[config.mk]
export PLATFORM = sky130hd
export DESIGN_NAME = pattern_bist_ctrl
export DESIGN_NICKNAME = d
export VERILOG_FILES = /design/src/rtl/bist_pkg.sv /design/src/rtl/bist_ctrl_reg.sv /design/src/rtl/bist_data_gen.sv /design/src/rtl/bist_march_fsm.sv /design/src/rtl/pattern_bist_ctrl.sv
export SDC_FILE = /design/constraint.sdc
export NUM_CORES = 1
export LEC_CHECK = 0
export ABC_AREA = 0
export BUFFER_PORTS_ARGS = -buffer_cell sky130_fd_sc_hd__buf_4
export CAP_MARGIN = 20
export CORE_MARGIN = 5
export CORE_UTILIZATION = 37
export DETAILED_ROUTE_END_ITERATION = 12
export SLEW_MARGIN = 20
export SYNTH_ARGS = -nofsm -noshare
export SYNTH_HDL_FRONTEND = slang
export SYNTH_SLANG_ARGS = --single-unit
[constraint.sdc]
create_clock -name clk -period 7.35 [get_ports clk]
set_clock_uncertainty 0.05 [all_clocks]
set_input_delay 2.205 -clock clk [delete_from_list [all_inputs] [get_ports clk]]
set_output_delay 2.205 -clock clk [all_outputs]
set_load 0.1 [all_outputs]
[src/rtl/bist_pkg.sv]
package bist_pkg;
    localparam int CTL_W     = 16;
    localparam int EN_BIT    = 15;
    localparam int MODE_LSB  = 11;
    localparam int MODE_W    = 3;
    localparam int START_BIT = 10;
    localparam int RES_LSB   = 8;

    localparam logic [MODE_W-1:0] MODE_PATTERN = 3'b001;

    typedef enum logic [1:0] {
        RES_NONE = 2'b00,
        RES_PASS = 2'b01,
        RES_FAIL = 2'b10
    } result_e;

    typedef enum logic [3:0] {
        S_IDLE,
        S_FILL,
        S_CELL_RD,
        S_CELL_CMP,
        S_CELL_WR,
        S_RESTORE,
        S_ADDR_WR,
        S_SWEEP_RD,
        S_SWEEP_CMP
    } state_e;
endpackage

[src/rtl/bist_ctrl_reg.sv]
module bist_ctrl_reg
    import bist_pkg::*;
(
    input  logic              clk,
    input  logic              rst_n,
    input  logic              test_pin,
    input  logic              wr_en,
    input  logic [CTL_W-1:0]  wr_data,
    input  logic              done,
    input  result_e           done_code,
    output logic [CTL_W-1:0]  rd_data,
    output logic              start_q,
    output logic [MODE_W-1:0] mode_q
);
    logic    en_q;
    result_e res_q;
    logic    start_set;
    logic    unused_bits;

    assign unused_bits = ^{wr_data[14], wr_data[9:0]};
    assign start_set   = wr_en && wr_data[START_BIT] && test_pin && en_q && !start_q;

    always_ff @(posedge clk or negedge rst_n) begin
        if (!rst_n) begin
            en_q    <= 1'b0;
            mode_q  <= '0;
            start_q <= 1'b0;
            res_q   <= RES_NONE;
        end else begin
            if (wr_en) begin
                en_q   <= wr_data[EN_BIT];
                mode_q <= wr_data[MODE_LSB +: MODE_W];
            end
            if (start_set) begin
                start_q <= 1'b1;
                res_q   <= RES_NONE;
            end else if (done) begin
                start_q <= 1'b0;
                res_q   <= done_code;
            end
        end
    end

    always_comb begin
        rd_data                        = '0;
        rd_data[EN_BIT]                = en_q;
        rd_data[MODE_LSB +: MODE_W]    = mode_q;
        rd_data[START_BIT]             = start_q;
        rd_data[RES_LSB +: 2]          = res_q;
    end


    start_gate_chk: assert property (@(posedge clk) disable iff (!rst_n)
        $rose(start_q) |-> ($past(test_pin) && $past(en_q)));


    result_hold_chk: assert property (@(posedge clk) disable iff (!rst_n)
        !$stable(res_q) |-> ($fell(start_q) || $rose(start_q)));
endmodule

[src/rtl/bist_data_gen.sv]
module bist_data_gen #(
    parameter int ADDR_W = 13,
    parameter int DATA_W = 16,
    parameter int STEP_W = 4
) (
    input  logic [1:0]        phase,
    input  logic [STEP_W-1:0] step,
    input  logic [ADDR_W-1:0] addr,
    output logic [DATA_W-1:0] data
);
    localparam int NUM_STRIPES = $clog2(DATA_W);
    localparam int SIDX_W      = $clog2(NUM_STRIPES);

    logic [NUM_STRIPES-1:0][DATA_W-1:0] stripe;
    logic [STEP_W-1:0]                  idx;
    logic [DATA_W-1:0]                  pat;
    logic [DATA_W-1:0]                  addr_word;

    for (genvar k = 0; k < NUM_STRIPES; k++) begin : g_stripe
        for (genvar b = 0; b < DATA_W; b++) begin : g_bit
            assign stripe[k][b] = (((b >> k) % 2) == 0) ? 1'b1 : 1'b0;
        end
    end

    assign idx       = step - 1'b1;
    assign pat       = stripe[idx[SIDX_W:1]] ^ {DATA_W{idx[0]}};
    assign addr_word = DATA_W'(addr);

    always_comb begin
        unique case (phase)
            2'd0:    data = (step == '0) ? '0 : pat;
            2'd1:    data = (step == '0) ? '1 : pat;
            2'd2:    data = addr_word;
            default: data = ~addr_word;
        endcase
    end
endmodule

[src/rtl/bist_march_fsm.sv]
module bist_march_fsm
    import bist_pkg::*;
#(
    parameter int ADDR_W    = 13,
    parameter int DATA_W    = 16,
    parameter int STEP_W    = 4,
    parameter int LAST_STEP = 8
) (
    input  logic              clk,
    input  logic              rst_n,
    input  logic              run_req,
    input  logic [MODE_W-1:0] mode,
    input  logic [DATA_W-1:0] cell_data,
    input  logic [DATA_W-1:0] ram_rdata,
    output logic [1:0]        phase,
    output logic [STEP_W-1:0] step,
    output logic [ADDR_W-1:0] addr,
    output logic              ram_wr_en,
    output logic              ram_rd_en,
    output logic              done,
    output result_e           done_code,
    output logic [ADDR_W-1:0] fail_addr,
    output logic [DATA_W-1:0] fail_expect
);
    state_e st, st_nx;
    logic   last_addr;
    logic   mismatch;
    logic   last_step;
    logic   in_cmp;

    assign last_addr = &addr;
    assign mismatch  = (ram_rdata != cell_data);
    assign last_step = (step == STEP_W'(LAST_STEP));
    assign in_cmp    = (st == S_CELL_CMP) || (st == S_SWEEP_CMP);

    always_ff @(posedge clk or negedge rst_n) begin
        if (!rst_n) st <= S_IDLE;
        else        st <= st_nx;
    end

    always_comb begin
        st_nx     = st;
        done      = 1'b0;
        done_code = RES_NONE;
        unique case (st)
            S_IDLE: begin
                if (run_req) begin
                    if (mode == MODE_PATTERN) st_nx = S_FILL;
                    else                      done  = 1'b1;
                end
            end
            S_FILL:     if (last_addr) st_nx = S_CELL_RD;
            S_CELL_RD:  st_nx = S_CELL_CMP;
            S_CELL_CMP: begin
                if (mismatch) begin
                    st_nx     = S_IDLE;
                    done      = 1'b1;
                    done_code = RES_FAIL;
                end else if (last_step) st_nx = S_RESTORE;
                else                    st_nx = S_CELL_WR;
            end
            S_CELL_WR:  st_nx = S_CELL_RD;
            S_RESTORE: begin
                if (last_addr) st_nx = (phase == 2'd0) ? S_FILL : S_ADDR_WR;
                else           st_nx = S_CELL_RD;
            end
            S_ADDR_WR:  if (last_addr) st_nx = S_SWEEP_RD;
            S_SWEEP_RD: st_nx = S_SWEEP_CMP;
            S_SWEEP_CMP: begin
                if (mismatch) begin
                    st_nx     = S_IDLE;
                    done      = 1'b1;
                    done_code = RES_FAIL;
                end else if (last_addr) begin
                    if (phase == 2'd2) st_nx = S_ADDR_WR;
                    else begin
                        st_nx     = S_IDLE;
                        done      = 1'b1;
                        done_code = RES_PASS;
                    end
                end else st_nx = S_SWEEP_RD;
            end
            default: st_nx = S_IDLE;
        endcase
    end

    always_ff @(posedge clk or negedge rst_n) begin
        if (!rst_n) begin
            phase       <= '0;
            step        <= '0;
            addr        <= '0;
            fail_addr   <= '0;
            fail_expect <= '0;
        end else begin
            unique case (st)
                S_IDLE: begin
                    if (run_req && mode == MODE_PATTERN) begin
                        phase       <= '0;
                        step        <= '0;
                        addr        <= '0;
                        fail_addr   <= '0;
                        fail_expect <= '0;
                    end
                end
                S_FILL, S_ADDR_WR: addr <= addr + 1'b1;
                S_CELL_CMP: begin
                    if (mismatch) begin
                        fail_addr   <= addr;
                        fail_expect <= cell_data;
                    end else if (last_step) step <= '0;
                    else                    step <= step + 1'b1;
                end
                S_RESTORE: begin
                    addr <= addr + 1'b1;
                    if (last_addr) phase <= phase + 2'd1;
                end
                S_SWEEP_CMP: begin
                    if (mismatch) begin
                        fail_addr   <= addr;
                        fail_expect <= cell_data;
                    end else begin
                        addr <= addr + 1'b1;
                        if (last_addr) phase <= phase + 2'd1;
                    end
                end
                default: ;
            endcase
        end
    end

    always_comb begin
        ram_wr_en = (st == S_FILL) || (st == S_CELL_WR) || (st == S_RESTORE) || (st == S_ADDR_WR);
        ram_rd_en = (st == S_CELL_RD) || (st == S_SWEEP_RD);
    end


    read_latency_chk: assert property (@(posedge clk) disable iff (!rst_n)
        in_cmp |-> $past(ram_rd_en));


    fail_stop_chk: assert property (@(posedge clk) disable iff (!rst_n)
        (in_cmp && mismatch) |=> (st == S_IDLE && !ram_wr_en && !ram_rd_en));


    busy_needs_start_chk: assert property (@(posedge clk) disable iff (!rst_n)
        (st != S_IDLE) |-> run_req);


    sweep_ascend_chk: assert property (@(posedge clk) disable iff (!rst_n)
        (st == S_SWEEP_RD && $past(st) == S_SWEEP_CMP) |-> (addr == ADDR_W'($past(addr) + 1'b1)));
endmodule

[src/rtl/pattern_bist_ctrl.sv]
module pattern_bist_ctrl
    import bist_pkg::*;
#(
    parameter int ADDR_W = 13,
    parameter int DATA_W = 16
) (
    input  logic              clk,
    input  logic              rst_n,
    input  logic              test_mode_i,
    input  logic              ctl_wr_en,
    input  logic [15:0]       ctl_wr_data,
    output logic [15:0]       ctl_rd_data,
    output logic [ADDR_W-1:0] ram_addr,
    output logic [DATA_W-1:0] ram_wdata,
    output logic              ram_wr_en,
    output logic              ram_rd_en,
    input  logic [DATA_W-1:0] ram_rdata,
    output logic [ADDR_W-1:0] fail_addr,
    output logic [DATA_W-1:0] fail_expect
);
    localparam int NUM_STEPS = 2 * $clog2(DATA_W);
    localparam int STEP_W    = $clog2(NUM_STEPS + 1);

    logic              start_q;
    logic [MODE_W-1:0] mode_q;
    logic              done;
    result_e           done_code;
    logic [1:0]        phase;
    logic [STEP_W-1:0] step;
    logic [DATA_W-1:0] cell_data;

    bist_ctrl_reg u_reg (
        .clk       (clk),
        .rst_n     (rst_n),
        .test_pin  (test_mode_i),
        .wr_en     (ctl_wr_en),
        .wr_data   (ctl_wr_data),
        .done      (done),
        .done_code (done_code),
        .rd_data   (ctl_rd_data),
        .start_q   (start_q),
        .mode_q    (mode_q)
    );

    bist_data_gen #(.ADDR_W(ADDR_W), .DATA_W(DATA_W), .STEP_W(STEP_W)) u_gen (
        .phase (phase),
        .step  (step),
        .addr  (ram_addr),
        .data  (cell_data)
    );

    bist_march_fsm #(
        .ADDR_W(ADDR_W), .DATA_W(DATA_W), .STEP_W(STEP_W), .LAST_STEP(NUM_STEPS)
    ) u_fsm (
        .clk         (clk),
        .rst_n       (rst_n),
        .run_req     (start_q),
        .mode        (mode_q),
        .cell_data   (cell_data),
        .ram_rdata   (ram_rdata),
        .phase       (phase),
        .step        (step),
        .addr        (ram_addr),
        .ram_wr_en   (ram_wr_en),
        .ram_rd_en   (ram_rd_en),
        .done        (done),
        .done_code   (done_code),
        .fail_addr   (fail_addr),
        .fail_expect (fail_expect)
    );

    assign ram_wdata = cell_data;
endmodule

# --- Word level (Yosys, flattened, before mapping) ---
# Cells that the tools add are included.
totals:
  word_cells: 113
  out_inout_bits: 76
  ff_bits: 59
  inputBits: 36
classes:
  n_reduce_logical: 26
  bitwise: 2
  eq_ne: 21
  mux: 49
  magnitude_cmp: 1
  n_addsub: 4
ops:
  columns: ["operator", "count"]
  rows:
  - ["$mux W16", 5]
  - ["$pmux W16 S3", 1]
  - ["$mux W4", 10]
  - ["$mux W13", 3]
  - ["$pmux W13 S3", 1]
  - ["$pmux W4 S9", 1]
  - ["$bmux W16 S2", 1]
  - ["$pmux W16 S2", 1]
  - ["$pmux W13 S2", 1]
  - ["$eq A4 B3 Y1 const B", 4]
  - ["$mux W2", 8]
  - ["$ne A16 B16 Y1", 1]
  - ["$not A13 Y16", 1]
  - ["$xor A16 B16 Y16", 1]
  - ["$add A13 B1 Y13 const B", 1]
  - ["$reduce_and A13 Y1", 1]
  - ["$reduce_and A3 Y1", 4]
  - ["$mux W1", 10]
  - ["$ne A2 B1 Y1 const B", 5]
  - ["$mux W3", 3]
  - ["$eq A4 B2 Y1 const B", 2]
  - ["$eq A4 B4 Y1 const B", 2]
  - ["$logic_not A4 Y1", 2]
  - ["$pmux W4 S2", 1]
  - ["21 further kinds", 33]

# --- Depth between registers and ports, before layout ---
depth:
  depth_word: 11
  ltp_mapped: 17
  depth_no_buf: 11

# --- Hierarchy ---
# From an unflattened synthesis, not the netlist that was laid out.
hier_totals:
  hier_cells: 394
  area_unflattened_um2: 3703.6
modules_own_cells:
  columns: ["mod", "seq_area_each_um2", "area_per_inst_um2", "n_inst", "cells_per_inst"]
  rows:
  - ["bist_march_fsm", 1301.2, 2751.4, 1, 284]
  - ["bist_data_gen", 0.0, 570.5, 1, 77]
  - ["bist_ctrl_reg", 175.2, 381.6, 1, 33]

# --- Worst setup path after synthesis ---
# OpenSTA, ideal clock, no wires.
synth_timing:
  path_kind: "reg2out"
  from: "reg u_fsm.step[0]"
  to: "out ram_wdata[13]"
  slack_ns: 1.518
  n_path_buf: 3
  t_arrival_ns: 3.577
  path_stages_with_launch: 9
  t_required_ns: 5.095
  path_cell_list: "dfrtp_1 -> buf_2 -> inv_1 -> ha_1 -> buf_4 -> clkbuf_1 -> nand3b_1 -> nor2b_1 -> o21ai_0"
synth_via:
  elab_chain_len: 6
  elab_cells_between_ends: 8
  classes_between: "1 x add/sub; 5 x mux; 1 x bitwise; 1 x reduce/logical"
synth_lines:
  columns: ["element", "line_no", "rtl"]
  rows:
  - ["start, declared", "bist_march_fsm.sv:16", "output logic [STEP_W-1:0] step,"]
  - ["start signal, assigned", "bist_march_fsm.sv:111", "else step <= step + 1'b1;"]
  - ["$sub A3 B1 Y3", "bist_data_gen.sv:25", "assign idx = step - 1'b1;"]
  - ["$bmux W16 S2", "bist_data_gen.sv:26", "assign pat = stripe[idx[SIDX_W:1]] ^ {DATA_W{idx[0]}};"]
  - ["$mux W16 (implied by the code)", "bist_data_gen.sv:26", null]
  - ["$xor A16 B16 Y16", "bist_data_gen.sv:26", null]
  - ["$mux W16, on equally long branches", "bist_data_gen.sv:32, bist_data_gen.sv:31", null]
  - ["$pmux W16 S3 (*)", "bist_data_gen.sv:30", "unique case (phase)"]
  - ["end, declared", "pattern_bist_ctrl.sv:14", "output logic [DATA_W-1:0] ram_wdata,"]
# Mark *: on every way between the ends. The rest lies on a longest branch, timed or not. The select of a mux whose other input is x is not followed.

# --- Worst setup path after layout ---
layout_timing:
  from: "reg u_fsm.step[0]"
  to: "out ram_wdata[0]"
# The elaborated chain is that of the path after synthesis.

==> metrics <==
run status finished, final reports clean; DRC 0; CP required a little over 5000 ps; Ys Warns 0; f_max ~170 MHz; Unique masters post-synth between 70 and 80; worst r2r src u_fsm.step[0]$_DFFE_PN0P_; share of cells above drive strength 1 around 21%; Post-DP Area about 5300 µm²; crit-path max cell delay between 600 and 700 ps; Num CTS Buffers 9; Hold Path End u_fsm.fail_expect[13]$_DFFE_PN0P_; Skew-Pair Late Insertion Delay around 340 ps; core area approximately 13000 µm²; Via density slightly below 6; worst slew pin tran roughly 1100 ps; asr flop ratio synth 100%; Tot GR Track Use between 20% and 30%; fin crit share around four fifths; die area between 10000 and 15000 µm²; clk root buf clkbuf_16; Finished Layout Cells about 830; R2R Path End u_fsm.addr[6]$_DFFE_PN0P_; Layout Nets ~700; post-CTS sizing 0; largest net degree at the start of global routing 60; Final Cell Area between 5000 and 6000 µm²; IO Pins around 110; Worst setup SP type flip-flop; CTS Hold Bufs 0; slowest cell on the critical path dfrtp_1; Critical Path Sink Type output pin; gate count of the mapped netlist 601; DRT Pass-1 Iters 5; hold path depth 2; met2 Use GR 32.6%; peak supply drop between 0.3 and 0.4 mV; Setup Fix Bufs, Post-CTS 0; slew margin rel. between 20 and 30%; RSZ-0062 raised after global routing false; Starting Density 37.3%; WP data arrival between 3000 and 4000 ps; clk sinks roughly 60; vias in the first global route approximately 4600; critical-path cell list inv_1 -> ha_1 -> or3b_4 -> a21oi_1 -> o21ai_0 -> o21ai_0 -> inv_1 -> buf_4; Via Count approximately 4800; Reg clk slew, reported paths 60 ps; met3 usage ~4.2%; average wire per standard cell between 15 and 20 µm; depth of the CTS H-tree 3; Port Buf Inserts 91; TNS Setup 0 ps; gr ovfl total 0; number of flops mapped to enable cells by yosys 0; CTS Buffer Depth 2; worst reg-to-reg setup slack between 1500 and 2000 ps; Routed Antenna Nets 0; initial antenna violation count 1; Post-DP HPWL approximately 11 mm; R2R depth 11; Final Util between 40 and 50%; Max Cap Viol 0; FP Rows approximately 40; 1st-iter DRT viols about 390; Total Wirelength approximately 15 mm; CP max FO 19; met1 usage 27.4%; Mean Syn Cell Area between 7 and 8 µm²; Hold Crit Start u_fsm.fail_expect[13]$_DFFE_PN0P_; synthesis-to-finish area growth 20.2%; DP Cell Count about 800; die height 122 µm; CTS tree yes; Max Slew Vio Count 0; Tmin final approximately 6000 ps; Synth Register Bits 59; first-pass GRT wire length 24.1 mm; Horiz. Die Dim about 120 µm; Primary FF master, synth dfrtp_1; worst hold-check path type reg2reg; ant diodes 0; P per Cell Area 520 nW/µm²; Top Usage Layer GRT met2; Mapped Area around 4700 µm²; critical path class reg2out; # setup viols final 0; Final Hold Fails 0; RePlAce Congestion slightly above 0.9; register area share after synthesis around a third; Lkg Pwr 2.52 nW
==> worst max path at each step <==
stage,from,to,cells past startpoint
6_report,u_fsm.step[0]$_DFFE_PN0P_,ram_wdata[0],8
5_1_grt,u_fsm.step[0]$_DFFE_PN0P_,ram_wdata[0],8
4_1_cts,u_fsm.step[0]$_DFFE_PN0P_,ram_wdata[0],8
3_5_place_dp,u_fsm.step[0]$_DFFE_PN0P_,ram_wdata[0],8
3_3_place_gp,u_fsm.step[0]$_DFFE_PN0P_,ram_wdata[0],8
2_1_floorplan,u_fsm.step[0]$_DFFE_PN0P_,ram_wdata[13],8
==> worst max-delay path, delay by kind of cell (launching register included) <==
kind            cells  cell delay [ps]
flops               1              630
compound gates      3              970
simple gates        1              490
fa+ha+maj           1              600
buf+inv             3              600
==> Yosys cell counts (all sizes together), types with 3 or more instances <==
cell type,number,area (µm²)
o21bai,8,60.1
buf,26,191
nor4,3,18.8
or3b,4,37.5
a2111oi,5,71.3
nor3b,6,45.0
nor2,29,109
inv,26,97.6
and2,6,37.5
nand2,80,300
nand3b,9,67.6
mux2,6,67.6
a22oi,15,113
o22ai,5,31.3
and3,11,68.8
o311ai,3,26.3
a31oi,7,43.8
nor2b,9,56.3
a21oi,52,264
nand3,19,95.1
nand2b,10,62.6
a211oi,7,52.6
clkbuf,38,143
o21ai,51,255
xnor2,9,78.8
ha,7,87.6
nand4,5,31.3
a21o,7,52.6
mux2i,10,100
xor2,5,43.8
nor3,16,80.1
dfrtp,59,1480
or2,5,31.3
==> state kept, by name (all words and copies together), names as in the netlist <==
signal             count
u_fsm.fail_expect     16
u_fsm.addr            13
u_fsm.fail_addr       13
u_fsm.st               4
u_fsm.step             4
u_reg.mode_q           3
u_fsm.phase            2
u_reg.res_q            2
u_reg.en_q             1
u_reg.start_q          1
==> kinds of logic after synthesis <==
kind of cell / share of synthesized area, %
adder cells (fa/ha/maj): 1.88
AO/OA/AOI/OAI: 27.1
multiplexers: 3.59
flip-flops: 31.6
buffers and inverters: 9.32
XOR/XNOR: 2.63
AND/OR/NAND/NOR: 23.8
other: 0.0803
==> stage by stage <==
step / hold WS (ps) / worst slack (ps) / power [mW]
2_1_floorplan: 455 / 1520 / 2.08
3_3_place_gp: 442 / 1890 / 2.46
3_5_place_dp: 451 / 1880 / 2.48
4_1_cts: 464 / 1490 / 2.92
5_1_grt: 485 / 1190 / 3.05
6_report: 461 / 1460 / 2.92
==> area by class of cell <==
cell class	instances	area, µm²
Multi-Input combinational cell	459	2800
Sequential cell	59	1480
Clock inverter	4	50.0
Timing Repair Buffer	96	721
Tap cell	172	215
Clock buffer	11	253
Fill cell	1275	6900
Inverter	27	101
==> power breakdown <==
part           switching (mW)  leakage (nW)  internal [mW]
clock network           0.154         0.144          0.278
registers               0.201         0.761          0.428
logic                    1.43          1.61          0.425
total                    1.79          2.52           1.13
==> routing by layer <==
metal	share of wire [%]	wire length, µm	vias to the layer above
met3	8.4	1280	24
met4	1.9	293	2
li1	-	-	2242
met1	43	6610	2298
met5	0.046	7	-
met2	46	7090	206
==> layout by cell type, fill, tap and decap left out, types with 3 or more instances in the layout <==
master,netlist,final
nand2_1,80,80
xor2_1,5,5
conb_1,1,9
nand2b_1,10,10
o21ai_0,50,50
ha_1,7,7
o22ai_1,5,5
a22oi_1,15,15
inv_1,25,25
o21bai_1,8,8
nand3b_1,9,9
or2_2,5,5
or3b_2,3,3
nand3_1,19,19
a21o_1,7,7
nor3b_1,6,6
dfrtp_1,59,59
xnor2_1,9,9
nor3_1,16,16
a31oi_1,7,7
a211oi_1,7,7
nor2_1,29,28
and3_1,11,11
nor2b_1,9,9
buf_4,14,96
clkbuf_16,0,9
nand4_1,5,5
a21oi_1,51,51
mux2_2,6,6
o311ai_0,3,3
mux2i_1,10,10
nor4_1,3,3
and2_1,6,6
(Power assumes the default switching activity.)
